==> src/rtl/tmr_dec_pkg.sv <==
package tmr_dec_pkg;

  localparam int NUM_CH     = 3;
  localparam int OUTCTL_OFF = 'h00;
  localparam int START_OFF  = 'h04;
  localparam int CH0_BASE   = 'h08;
  localparam int CH1_BASE   = 'h14;
  localparam int CH2_BASE   = 'h20;

  typedef enum logic [2:0] {
    WIN_OUTCTL = 3'd0,
    WIN_START  = 3'd1,
    WIN_CH0    = 3'd2,
    WIN_CH1    = 3'd3,
    WIN_CH2    = 3'd4,
    WIN_NONE   = 3'd5
  } win_e;

  // Sort a byte address into its window; the upper window is descended first.
  function automatic win_e classify(input logic [31:0] a, input bit three_ch,
                                    input bit has_oc);
    if (a >= 32'(CH2_BASE)) return three_ch ? WIN_CH2 : WIN_NONE;
    if (a >= 32'(CH1_BASE)) return WIN_CH1;
    if (a >= 32'(CH0_BASE)) return WIN_CH0;
    if (a == 32'(START_OFF)) return WIN_START;
    if (a == 32'(OUTCTL_OFF) && has_oc) return WIN_OUTCTL;
    return WIN_NONE;
  endfunction

  function automatic logic [31:0] win_base(input win_e w);
    case (w)
      WIN_CH0: return 32'(CH0_BASE);
      WIN_CH1: return 32'(CH1_BASE);
      WIN_CH2: return 32'(CH2_BASE);
      default: return 32'd0;
    endcase
  endfunction

  function automatic win_e chan_win(input int idx);
    return win_e'(3'(int'(WIN_CH0) + idx));
  endfunction

  function automatic logic [NUM_CH-1:0] rise_bits(input logic [NUM_CH-1:0] old_v,
                                                  input logic [NUM_CH-1:0] new_v);
    return new_v & ~old_v;
  endfunction

  function automatic logic [NUM_CH-1:0] fall_bits(input logic [NUM_CH-1:0] old_v,
                                                  input logic [NUM_CH-1:0] new_v);
    return old_v & ~new_v;
  endfunction

endpackage

==> src/rtl/tmr_win_decode.sv <==
module tmr_win_decode
  import tmr_dec_pkg::*;
#(
  parameter int ADDR_W     = 8,
  parameter bit THREE_CH   = 1'b1,
  parameter bit HAS_OUTCTL = 1'b1
) (
  input  logic [ADDR_W-1:0] addr,
  output win_e              win,
  output logic [ADDR_W-1:0] off,
  output logic [NUM_CH-1:0] hit
);

  always_comb begin
    win = classify(32'(addr), THREE_CH, HAS_OUTCTL);
    off = addr - ADDR_W'(win_base(win));
    if (win == WIN_NONE || win == WIN_START || win == WIN_OUTCTL) off = '0;
  end

  for (genvar gi = 0; gi < NUM_CH; gi++) begin : g_hit
    assign hit[gi] = (win == chan_win(gi));
  end

endmodule

==> src/rtl/tmr_start_ctrl.sv <==
module tmr_start_ctrl
  import tmr_dec_pkg::*;
#(
  parameter int DATA_W   = 32,
  parameter bit THREE_CH = 1'b1
) (
  input  logic              clk,
  input  logic              rst_n,
  input  logic              wr_en,
  input  logic [DATA_W-1:0] wdata,
  output logic [DATA_W-1:0] word_q,
  output logic [NUM_CH-1:0] run,
  output logic [NUM_CH-1:0] go_pulse,
  output logic [NUM_CH-1:0] halt_pulse,
  output logic              bad_bit
);

  localparam logic [DATA_W-1:0] KEEP_MASK =
    THREE_CH ? {DATA_W{1'b1}} : ~(DATA_W'(1) << 2);

  logic [DATA_W-1:0] next_word;

  assign next_word = wdata & KEEP_MASK;
  assign bad_bit   = wr_en & wdata[2] & ~THREE_CH;
  assign run       = word_q[NUM_CH-1:0];

  always_ff @(posedge clk or negedge rst_n) begin
    if (!rst_n) begin
      word_q     <= '0;
      go_pulse   <= '0;
      halt_pulse <= '0;
    end else if (wr_en) begin
      word_q     <= next_word;
      go_pulse   <= rise_bits(run, next_word[NUM_CH-1:0]);
      halt_pulse <= fall_bits(run, next_word[NUM_CH-1:0]);
    end else begin
      go_pulse   <= '0;
      halt_pulse <= '0;
    end
  end

  for (genvar gi = 0; gi < NUM_CH; gi++) begin : g_chk
    p_go_on_rise_r5: assert property (@(posedge clk) disable iff (!rst_n)
      go_pulse[gi] |-> (run[gi] && !$past(run[gi])));
    p_halt_on_fall_r5: assert property (@(posedge clk) disable iff (!rst_n)
      halt_pulse[gi] |-> (!run[gi] && $past(run[gi])));
  end

  p_quiet_without_write_r5: assert property (@(posedge clk) disable iff (!rst_n)
    !wr_en |=> (go_pulse == '0 && halt_pulse == '0 && $stable(word_q)));

  if (!THREE_CH) begin : g_two
    p_bit2_never_set_r7: assert property (@(posedge clk) disable iff (!rst_n)
      !word_q[2]);
  end

endmodule

==> src/rtl/tmr_outctl_reg.sv <==
module tmr_outctl_reg (
  input  logic clk,
  input  logic rst_n,
  input  logic wr_en,
  input  logic wbit,
  output logic bit_q
);

  always_ff @(posedge clk or negedge rst_n) begin
    if (!rst_n)     bit_q <= 1'b0;
    else if (wr_en) bit_q <= wbit;
  end

  p_outctl_hold_r6: assert property (@(posedge clk) disable iff (!rst_n)
    !wr_en |=> $stable(bit_q));

endmodule

==> src/rtl/tmr_unit_decoder.sv <==
module tmr_unit_decoder
  import tmr_dec_pkg::*;
#(
  parameter int ADDR_W     = 8,
  parameter int DATA_W     = 32,
  parameter bit THREE_CH   = 1'b1,
  parameter bit HAS_OUTCTL = 1'b1,
  parameter bit EXT_CLK    = 1'b1
) (
  input  logic                     clk,
  input  logic                     rst_n,
  input  logic                     req_valid,
  output logic                     req_ready,
  input  logic                     req_write,
  input  logic [ADDR_W-1:0]        req_addr,
  input  logic [DATA_W-1:0]        req_wdata,
  output logic                     rsp_valid,
  output logic                     rsp_err,
  output logic [DATA_W-1:0]        rsp_rdata,
  output logic [NUM_CH-1:0]        ch_req,
  output logic                     ch_write,
  output logic [ADDR_W-1:0]        ch_off,
  output logic [DATA_W-1:0]        ch_wdata,
  input  logic [NUM_CH*DATA_W-1:0] ch_rdata,
  output logic [NUM_CH-1:0]        ch_run,
  output logic [NUM_CH-1:0]        ch_go,
  output logic [NUM_CH-1:0]        ch_halt,
  output logic [NUM_CH-1:0]        ch_capture_en,
  output logic [NUM_CH-1:0]        ch_extclk_en,
  input  logic [NUM_CH-1:0]        ch_irq_in,
  output logic [NUM_CH-1:0]        irq_out,
  output logic                     outctl_bit
);

  localparam logic [NUM_CH-1:0] BUILT_MASK =
    THREE_CH ? {NUM_CH{1'b1}} : {1'b0, {(NUM_CH-1){1'b1}}};

  // Named internal events for the assertions
  logic              acc_fire;
  logic              start_wr;
  logic              bad_start;
  logic              err_now;
  win_e              win;
  logic [NUM_CH-1:0] hit;
  logic [DATA_W-1:0] start_word;
  logic [DATA_W-1:0] rd_now;
  logic              ready_q;

  always_ff @(posedge clk or negedge rst_n) begin
    if (!rst_n) ready_q <= 1'b0;
    else        ready_q <= 1'b1;
  end

  assign req_ready = ready_q;
  assign acc_fire  = req_valid & ready_q;

  tmr_win_decode #(
    .ADDR_W    (ADDR_W),
    .THREE_CH  (THREE_CH),
    .HAS_OUTCTL(HAS_OUTCTL)
  ) u_decode (
    .addr(req_addr),
    .win (win),
    .off (ch_off),
    .hit (hit)
  );

  assign ch_req   = hit & {NUM_CH{acc_fire}};
  assign ch_write = req_write;
  assign ch_wdata = req_wdata;

  assign start_wr = acc_fire & req_write & (win == WIN_START);

  tmr_start_ctrl #(
    .DATA_W  (DATA_W),
    .THREE_CH(THREE_CH)
  ) u_start (
    .clk       (clk),
    .rst_n     (rst_n),
    .wr_en     (start_wr),
    .wdata     (req_wdata),
    .word_q    (start_word),
    .run       (ch_run),
    .go_pulse  (ch_go),
    .halt_pulse(ch_halt),
    .bad_bit   (bad_start)
  );

  if (HAS_OUTCTL) begin : g_oc
    logic oc_wr;
    assign oc_wr = acc_fire & req_write & (win == WIN_OUTCTL);
    tmr_outctl_reg u_outctl (
      .clk  (clk),
      .rst_n(rst_n),
      .wr_en(oc_wr),
      .wbit (req_wdata[0]),
      .bit_q(outctl_bit)
    );
  end else begin : g_no_oc
    assign outctl_bit = 1'b0;
  end

  // Per-channel features and interrupt pass-through
  for (genvar gi = 0; gi < NUM_CH; gi++) begin : g_ch
    assign ch_capture_en[gi] = THREE_CH && (gi == NUM_CH-1);
    assign ch_extclk_en[gi]  = EXT_CLK && BUILT_MASK[gi];
    assign irq_out[gi]       = ch_irq_in[gi] & BUILT_MASK[gi];
  end

  assign err_now = (win == WIN_NONE) | bad_start;

  always_comb begin
    case (win)
      WIN_OUTCTL: rd_now = DATA_W'(outctl_bit);
      WIN_START:  rd_now = start_word;
      WIN_CH0:    rd_now = ch_rdata[0*DATA_W +: DATA_W];
      WIN_CH1:    rd_now = ch_rdata[1*DATA_W +: DATA_W];
      WIN_CH2:    rd_now = ch_rdata[2*DATA_W +: DATA_W];
      default:    rd_now = '0;
    endcase
  end

  always_ff @(posedge clk or negedge rst_n) begin
    if (!rst_n) begin
      rsp_valid <= 1'b0;
      rsp_err   <= 1'b0;
      rsp_rdata <= '0;
    end else begin
      rsp_valid <= acc_fire;
      rsp_err   <= acc_fire & err_now;
      rsp_rdata <= (acc_fire && !req_write && !err_now) ? rd_now : '0;
    end
  end

  p_rsp_after_accept_r9: assert property (@(posedge clk) disable iff (!rst_n)
    acc_fire |=> rsp_valid);
  p_no_spurious_rsp_r9: assert property (@(posedge clk) disable iff (!rst_n)
    !acc_fire |=> !rsp_valid);
  p_err_reads_zero_r8: assert property (@(posedge clk) disable iff (!rst_n)
    rsp_err |-> (rsp_valid && rsp_rdata == '0));
  p_one_channel_r2: assert property (@(posedge clk) disable iff (!rst_n)
    $onehot0(ch_req));
  p_err_no_forward_r8: assert property (@(posedge clk) disable iff (!rst_n)
    (acc_fire && err_now && !start_wr) |-> (ch_req == '0));

  if (!THREE_CH) begin : g_two_chk
    p_ch2_silent_r7: assert property (@(posedge clk) disable iff (!rst_n)
      (!ch_req[NUM_CH-1] && !ch_run[NUM_CH-1] && !irq_out[NUM_CH-1]));
  end

endmodule

==> config.mk <==
export PLATFORM = sky130hd
export DESIGN_NAME = tmr_unit_decoder
export DESIGN_NICKNAME = d
export VERILOG_FILES = /design/src/rtl/tmr_dec_pkg.sv /design/src/rtl/tmr_win_decode.sv /design/src/rtl/tmr_start_ctrl.sv /design/src/rtl/tmr_outctl_reg.sv /design/src/rtl/tmr_unit_decoder.sv
export SDC_FILE = /design/constraint.sdc
export NUM_CORES = 1
export LEC_CHECK = 0
export BUFFER_PORTS_ARGS = -buffer_cell sky130_fd_sc_hd__buf_4
export CORE_MARGIN = 4
export CORE_UTILIZATION = 46
export CTS_BUF_LIST = sky130_fd_sc_hd__clkbuf_4 sky130_fd_sc_hd__clkbuf_8
export DETAILED_ROUTE_END_ITERATION = 6
export PLACE_DENSITY = 0.92
export SLEW_MARGIN = 20
export SYNTH_ARGS = -nofsm -noshare
export SYNTH_HDL_FRONTEND = slang
export SYNTH_HIERARCHICAL = 1
export SYNTH_SLANG_ARGS = --single-unit
==> constraint.sdc <==
create_clock -name clk -period 3.35 [get_ports clk]
set_input_delay 0.335 -clock clk [delete_from_list [all_inputs] [get_ports clk]]
set_output_delay 0.335 -clock clk [all_outputs]
set_load 0.02 [all_outputs]
---- After elaboration in Yosys (flattened, before gate mapping) ----
Cells that the tools add are included.
word-level totals
  word-level logic and storage cells ...... 67
  input bits .............................. 143
  flip-flop bits (word level) ............. 74
cells by class
  add/subtract/negate cells ............... 1
  equal/unequal tests ..................... 6
  bitwise operators ....................... 10
  reductions and logical operators ........ 8
  order comparisons ....................... 3
  mux-type cells .......................... 31
operator list
  cell                  number
  $pmux W32 S5          1
  $mux W3               12
  $mux W32              1
  $pmux W6 S3           1
  $mux W1               15
  $and A3 B3 Y3         3
  $eq A8 B3 Y1 const B  1
  $ge A8 B4 Y1 const B  1
  $ge A8 B5 Y1 const B  1
  $ge A8 B6 Y1 const B  1
  $logic_not A8 Y1      1
  $mux W8               1
  $sub A8 B6 Y8         1
  $eq A3 B2 Y1 const B  2
  $eq A3 B3 Y1 const B  2
  $not A3 Y3            2
  $and A1 B1 Y1         5
  $eq A3 B1 Y1 const B  1
  $logic_not A3 Y1      1
  $logic_and A1 B1 Y1   2
  $logic_not A1 Y1      2
  $logic_or A1 B1 Y1    2

---- Logic depth before layout (Yosys ltp) ----
Gate-level depths: netlist of the first run.
  depth in word-level cells ............... 21
  mapped depth ............................ 10
  depth with buffers taken out ............ 10

---- By module ----
The synthesis of the first run kept the hierarchy.
by module, submodules not included
  module            area an instance (sq um)  seq. area each (sq um)  cells each  instances
  tmr_unit_decoder  2566.2                    875.8                   282         1
  tmr_start_ctrl    1488.9                    950.9                   85          1
  tmr_win_decode    312.8                     0.0                     46          1
  tmr_outctl_reg    40.0                      25.0                    2           1

---- Worst setup path after synthesis of the first run ----
OpenSTA, ideal clock, no wires.
  path type ............................... input -> output
  start ................................... input port req_addr[5]
  end ..................................... output port ch_off[6]
  stages on the path ...................... 10
  required time ........................... 3015 ps
  path buffers ............................ 0
  data arrival time ....................... 2366 ps
  slack ................................... 649 ps
  cell sequence ........................... nor3_2 inv_2 or2_2 inv_1 ha_1 inv_1 fa_1 a21o_1 a21oi_1 mux2_2
on the way
  cells in the longest elaborated chain, start to end .. 15
ends and longest elaborated chain
  item                                                   line                    text
  from (decl)                                            tmr_unit_decoder.sv:15  input logic [ADDR_W-1:0] req_addr,
  branches (longest 10 deep; another with $ge A8 B5 Y1)  -
  $mux W3 (*)                                            tmr_dec_pkg.sv:23       if (a >= 32'(CH1_BASE)) return WIN_CH1;
  $eq A3 B3 Y1 (*)                                       -
  net hit[2]                                             tmr_unit_decoder.sv:44  logic [NUM_CH-1:0] hit;
  $pmux W6 S3 (*)                                        tmr_dec_pkg.sv:31       case (w)
  $sub A8 B6 Y8 (*)                                      tmr_win_decode.sv:16    off = addr - ADDR_W'(win_base(win));
  $mux W8 (*)                                            tmr_win_decode.sv:17    if (win == WIN_NONE || win == WIN_START || win == WIN_OUTCTL) off = '0;
  to (decl)                                              tmr_unit_decoder.sv:22  output logic [ADDR_W-1:0] ch_off,
Mark *: on every way through the listed nets, which the timed path passes. The select of a mux whose other input is x is not followed.

---- Worst setup path after layout of the first run ----
Ends and elaborated chain as after synthesis.

==> results of run 1 <==
==> routing by layer <==
metal / global-route usage, % / routed length (µm) / up-vias
li1: - / - / 1787
met1: 25.5 / 4860 / 1886
met2: 40.1 / 6910 / 179
met3: 5.77 / 1010 / 33
met4: 8.88 / 392 / 0
met5: 0 / 0 / -
==> cell usage after synthesis, types with 2 or more instances <==
cell      instances
a21oi_1          33
a22oi_1          30
a32oi_1           2
and2b_2           3
and3_1            3
and3b_1          69
buf_2            14
buf_4            50
buf_6             3
clkbuf_1         10
conb_1            3
dfrtp_1          74
ha_1              4
inv_1             6
mux2_2           21
mux2_4           15
nand3_1           2
nor2_1           14
nor2b_1           2
nor3_1            4
nor3b_1           3
o21ai_0          10
o21ai_1          26
==> worst min-delay path by stage <==
stage	depth (start not counted)	slack (ns)	to
2_1_floorplan	0	0.04	g_oc.u_outctl/bit_q
3_3_place_gp	1	0.48	u_start/word_q[9]
3_5_place_dp	1	0.49	u_start/word_q[24]
4_1_cts	1	0.18	u_start/word_q[17]
5_1_grt	1	0.20	rsp_rdata[18]
6_report	1	0.14	u_start/word_q[17]
==> per-stage QoR <==
step	std cells	util [%]	instance area (µm²)	total power, µW	worst slack [ns]
floorplan	420	-	4430	1150	0.649
global placement	709	63.3	5870	1350	0.323
detailed placement	709	63.3	5870	1360	0.217
CTS	724	65.5	6080	2110	0.217
global route	724	65.5	6080	2170	0.0908
finish	724	65.5	6080	2090	0.175
==> cell type report <==
type / count / area [µm²] / share of cell area, %
clock inverter: 6 / 82.6 / 1.36
timing repair buffer: 237 / 1780 / 29.3
inverter: 7 / 26.3 / 0.432
tap: 129 / 161 / 2.65
multi-input combinational: 262 / 2060 / 33.8
clock buffer: 9 / 124 / 2.04
sequential: 74 / 1850 / 30.5
==> registers in the layout (all words and copies together) (netlist names) <==
signal	cells
rsp_valid	1
req_ready	1
u_start/word_q	32
u_start/go_pulse	3
u_start/halt_pulse	3
rsp_err	1
g_oc.u_outctl/bit_q	1
rsp_rdata	32
==> report_power, final <==
group	internal, µW	switching, µW	leakage [µW]
logic	216	207	0.00220
registers	912	11.0	0.00102
clock network	412	330	0.000105
==> cell usage in the layout (no fill, tap or decap), drive strengths merged, types with 2 or more instances in the layout <==
cell type and n:
dfrtp 74, clkbuf 9, and2b 3, nor2b 2, nand3 2, a32oi 2
mux2 37, nor3b 4, a21oi 33, ha 4, inv 7, clkinv 3
o21ai 36, bufinv 2, nor2 14, buf 237, and3b 69, a22oi 30
conb 8, and3 3, nor3 6
==> cells by family after synthesis <==
| family | count (synthesis) | share of synthesized area (%) |
|---|---|---|
| AOI/OAI and AO/OA | 106 | 14.3 |
| muxes | 37 | 10.7 |
| other | 3 | 0.255 |
| adders and majority gates | 5 | 1.59 |
| and+or+nand+nor | 105 | 18.6 |
| DFF | 74 | 42.0 |
| xor gates and xnor gates | 1 | 0.199 |
| buffers and inverters | 84 | 12.3 |
==> parameters.txt, run 1 <==
Parameter                              Value

Power
  Leakage    0.00333 µW
  Largest vdd supply drop    0.000225 V
  Power density cells    343 nW/µm²

Clocking
  Clock tree from TritonCTS    built
  Post-CTS Setup Bufs    0
  Count of hold-fix buffers inserted at cts    0
  Number of gates resized after cts    0
  TritonCTS Buffers    9
  Count of clock tree sinks    74
  Clock-pin slew reported for the worst setup and hold paths after clock tree synthesis    0.09 ns
  Clock root buffer master    clkbuf_8
  Clock latency on the worst-skew pair    0.33 ns
  Deepest level of the CTS H-tree    3
  Maximum root-to-sink buffer count    2

Setup path
  FF-to-FF End    u_start/word_q[14]
  Cell type of the slowest stage on the worst timing path    fa_1
  Logic depth of the worst setup path including buffers    12
  Critical path capture point type    primary output
  Worst endpoint data arrival time    2.84 ns
  Crit-path leading delay family    simple AND/OR/NAND/NOR gates
  Max stage delay on crit path    0.43 ns
  Critical path class    input port to primary output
  Critical Path Fanout Max    5
  Worst reg2reg path depth    5
  Buffers & Inverters on Critical Path    5
  Cell-by-cell listing of the critical path    buf_4 -> nor3_2 -> inv_2 -> or2_2 -> inv_1 -> ha_1 -> inv_1 -> fa_1 -> a21o_1 -> a21oi_1 -> mux2_2 -> buf_4
  Crit path launch type    input port
  Data required time of the worst path    3.01 ns
  Register-to-register setup slack    1.35 ns
  Capture point of the critical path    ch_off[6]
  Launch point of the worst path    req_addr[5]
  FF-to-FF Start    req_ready

Synth
  Netlist area before placement    4410 µm²
  Post-synth top flop    dfrtp_1
  Ranking of synthesized cells by area    dfrtp_1 (42%), and3b_1 (14%), buf_4 (8.5%), mux2_2 (5.4%), a22oi_1 (5.1%)
  Top cell type's share of synthesized area    42.0%
  Number of instances in the synthesized netlist    415
  Ys async rst share    100%
  Mean area per synthesized cell    10.6 µm²
  Number of synthesized register bits    74
  Seq/Total Area, Yosys    42.0%
  EDFF count, synth    0
  Number of synthesis warnings    6
  Cell variety after synth    37
  Library cell with the largest summed area after synthesis    dfrtp_1

Place
  Post-detailed-placement half-perimeter wirelength    9700 µm
  Port Buffers    228
  Placer Congestion    0.833

Floorplanning
  Effective utilization at floorplan    47.5%
  Chip Width    106 µm
  Vertical die dimension    106 µm
  Die Area    11200 µm²
  Core area    9280 µm²
  I/O pins    241
  Cell Rows    35

Drt
  Post-Route WL    13200 µm
  Detail-routed net length per standard cell    18.2 µm
  Length of the first detailed-routing pass in iterations    4
  Via-per-instance ratio    5.37
  DR DRC count    0
  Count of antenna-violating nets left after detailed routing    0
  Number of DRC markers after the initial detailed-route iteration    149
  Routed vias    3885

Cells and area
  Fraction of final layout cells sized beyond drive strength 1    50.4%
  Number of inserted filler cells in the final layout    744
  Area growth from synthesis to layout    38.0%
  Final layout net count    739
  Antenna cells    0

GRT
  Number of global-route vias before repair    4065
  Pin count of the biggest net entering global routing    75
  Congestion Overflow GR    0
  Initial antenna violation count    0
  Overall Global Routing Usage    22.4%
  First-pass GRT wire length    20200 µm

STA
  Final critical-path share of the clock period    94.8%
  Setup repair after global routing missed its margin    no
  Number of hold violations in the final report    0
  Worst Max-Slew Pin Slew    0.945 ns
  Final count of pins violating max slew    0
  Post-layout min period    3.18 ns
  Final setup fails    0
  Max Clock Skew    0.0150 ns
  Hold Slack    0.136 ns
  Worst slew margin relative to its limit    37.0%
  Aggregate negative setup slack    0 ns
  Timing-limited maximum frequency    0.315 GHz

Run
  Max-capacitance violation count    0

Min path
  Class of the tightest hold or removal check    input port to asynchronous set/reset pin

Outcome
  Status    finished clean
Note: power is estimated with default switching activity, not from simulation.
==> run 2, diff against run 1 <==
--- a/config.mk
+++ b/config.mk
@@ -7,12 +7,11 @@
 export LEC_CHECK = 0
 export BUFFER_PORTS_ARGS = -buffer_cell sky130_fd_sc_hd__buf_4
 export CORE_MARGIN = 4
-export CORE_UTILIZATION = 46
+export CORE_UTILIZATION = 44
 export CTS_BUF_LIST = sky130_fd_sc_hd__clkbuf_4 sky130_fd_sc_hd__clkbuf_8
 export DETAILED_ROUTE_END_ITERATION = 6
 export PLACE_DENSITY = 0.92
 export SLEW_MARGIN = 20
 export SYNTH_ARGS = -nofsm -noshare
 export SYNTH_HDL_FRONTEND = slang
-export SYNTH_HIERARCHICAL = 1
 export SYNTH_SLANG_ARGS = --single-unit
==> run 2 against run 1 <==
Final cell count shrank 8.3%. Clock power fell by 14%. Routed wire length decreased by 6.1%. Synthesized cell count fell by 11%. Clock-buffer cell count increased by 2. Critical path depth is 1 lower. First-iteration DRC count shrank 11%. Combinational power is 5.9% lower. Synthesized area fell by 12%. Non-clock buffer count increased by 1. Cell area down 8.5%. Worst hold slack got worse by 0.019 ns.
==> parameters.txt, run 2 <==
Parameter                              Value

Power
  Fraction of power spent switching nets    27.6%
  Power share of the sequential group    47.2%
  Final total power    1950 µW
  Internal power summed over all cells    1410 µW
  Clock Power Share    32.5%
  Logic gate share of total power    20.4%
  Leakage    0.00300 µW
  Power density cells    351 nW/µm²
  Largest vdd supply drop    0.000236 V
  Net load switching power    540 µW

Synth
  Post-synth top flop    dfrtp_1
  Ys async rst share    100%
  Adder-cell share of the synthesized area    1.81%
  EDFF count, synth    0
  Simple-gate portion of the synthesized area    11.8%
  Number of synthesis warnings    0
  Seq/Total Area, Yosys    47.8%
  Cell variety after synth    35
  Mean area per synthesized cell    10.5 µm²
  Dominant combinational cell family by area after synthesis    compound AO/OA/AOI/OAI gates
  Library cell with the largest summed area after synthesis    dfrtp_1
  Number of instances in the synthesized netlist    369
  Post-synthesis share of cell area spent on xor and xnor gates    0%
  Number of synthesized register bits    74
  Most common library cells after synthesis    dfrtp_1 (74), a21oi_1 (64), buf_4 (46), a22oi_1 (32), and3_1 (30)
  Ranking of synthesized cells by area    dfrtp_1 (48%), buf_4 (8.9%), a21oi_1 (8.3%), a22oi_1 (6.2%), mux2_2 (5.8%)
  Most instantiated library cell after synthesis    dfrtp_1
  Netlist area before placement    3870 µm²
  Share of cell area taken by muxes after synthesis    9.89%
  Compound-cell area share of the yosys netlist    16.1%
  Top cell type's share of synthesized area    47.8%

Outcome
  Status    finished clean

Run
  Max-capacitance violation count    0

GRT
  First-pass GRT wire length    18500 µm
  Initial antenna violation count    0
  Congestion Overflow GR    0
  Number of global-route vias before repair    3836
  Overall Global Routing Usage    22.9%
  Pin count of the biggest net entering global routing    75

Setup path
  Worst reg2reg path depth    4
  Worst endpoint data arrival time    2.54 ns
  Data required time of the worst path    3.01 ns
  Critical path capture point type    primary output
  FF-to-FF Start    req_ready
  Critical path class    input port to primary output
  Launch point of the worst path    req_addr[5]
  Crit path launch type    input port
  Critical Path Fanout Max    4

STA
  Post-layout min period    2.87 ns
  Worst Max-Slew Pin Slew    0.915 ns
  Hold Slack    0.118 ns
  Setup repair after global routing missed its margin    no
  Timing-limited maximum frequency    0.348 GHz
  Final worst slack    0.476 ns
  Aggregate negative setup slack    0 ns
  Final critical-path share of the clock period    85.8%
  Max Clock Skew    0.0116 ns
  Number of hold violations in the final report    0
  Worst slew margin relative to its limit    39.0%
  Final setup fails    0
  Final count of pins violating max slew    0

Clocking
  TritonCTS Buffers    9
  Clock-pin slew reported for the worst setup and hold paths after clock tree synthesis    0.08 ns
  Clock latency on the worst-skew pair    0.33 ns
  Maximum root-to-sink buffer count    2
  Number of gates resized after cts    0
  Clock tree from TritonCTS    built
  Count of hold-fix buffers inserted at cts    0
  Count of clock tree sinks    74
  Clock root buffer master    clkbuf_8
  Deepest level of the CTS H-tree    3
  Post-CTS Setup Bufs    0

Cells and area
  Largest registers    rsp_rdata x32, u_start.word_q x32
  Area growth from synthesis to layout    43.7%
  Final layout net count    702
  Fraction of final layout cells sized beyond drive strength 1    50.1%
  Final core area utilization    66.4%
  Most frequent standard cell in the layout excluding fill and tap cells    buf_4
  Register Area    1850 µm²
  Number of inserted filler cells in the final layout    654
  Commonest cells after routing, fill and taps aside    buf_4 (237), dfrtp_1 (74), a21oi_1 (63)
  Antenna cells    0
  Multi-input gate area    1580 µm²

Floorplanning
  Cell Rows    33
  Vertical die dimension    102 µm
  Effective utilization at floorplan    46.2%
  Die Area    10400 µm²
  Chip Width    102 µm
  Core area    8380 µm²
  I/O pins    241

Place
  Post-place setup slack    0.518 ns
  Post-detailed-placement half-perimeter wirelength    9360 µm
  Placer Congestion    0.873
  Port Buffers    228

Drt
  Post-Route WL    12400 µm
  Number of DRC markers after the initial detailed-route iteration    133
  Length of the first detailed-routing pass in iterations    5
  Via-per-instance ratio    5.41
  Count of antenna-violating nets left after detailed routing    0
  Detail-routed net length per standard cell    18.6 µm
  DR DRC count    0
  Routed vias    3594

Min path
  Class of the tightest hold or removal check    input port to asynchronous set/reset pin
==> run 2: final cells by class <==
class	instances	share of cell area, %
well taps	105	2.36
clock inverters	5	0.697
inverters	6	0.405
multi-input cells	225	28.3
clock buffers	11	2.61
repair buffers	238	32.3
flip-flops and latches	74	33.3
==> run 2: per-layer routing <==
metal | global-route usage, % | part of all wire (%) | up-vias
met5 | 0 | 0 | -
met4 | 9.41 | 1.7 | 0
met3 | 5.17 | 9.4 | 25
met2 | 40.4 | 53 | 199
met1 | 26.9 | 36 | 1733
li1 | - | - | 1637
==> run 2: final timing paths <==
check	end	slack [ns]
worst max-delay path	ch_off[6]	0.48
worst min-delay path	rsp_rdata[16]	0.12
worst max register to register	u_start.word_q[9]	1.66
worst min register to register	u_start.word_q[22]	0.49
max in group asynchronous	rsp_rdata[24]	2.61
min in group clk	u_start.word_q[14]	0.23
==> run 2: critical path: stages <==
cell     delay (ns)
buf_4          0.11
or3_1          0.47
inv_1          0.11
and2_1         0.16
inv_1          0.07
ha_1           0.32
nor2b_1        0.16
o21a_1         0.18
or3_1          0.30
a21oi_1        0.16
buf_4          0.16
==> run 2: kinds of logic (layout without fill, tap and decap cells) <==
logic type	Yosys count	in the layout
and+or+nand+nor	74	74
adders and majority gates	5	5
DFF	74	74
muxes	34	34
other	2	7
AOI/OAI and AO/OA	105	105
buffers and inverters	75	260
==> run 2: power by group through the flow <==
stage / sequential, µW / combinational [µW] / clock (µW)
after floorplan: 953 / 171 / 0
after global placement: 938 / 388 / 0
after detailed placement: 939 / 398 / 0
after CTS: 921 / 399 / 654
after global routing: 923 / 427 / 690
final: 921 / 398 / 635
==> run 2: through the flow <==
step           instances  area (µm²)
3_3_place_gp         648        5380
4_1_cts              664        5560
5_1_grt              664        5560
2_1_floorplan        374        3890
6_report             664        5560
3_5_place_dp         648        5380
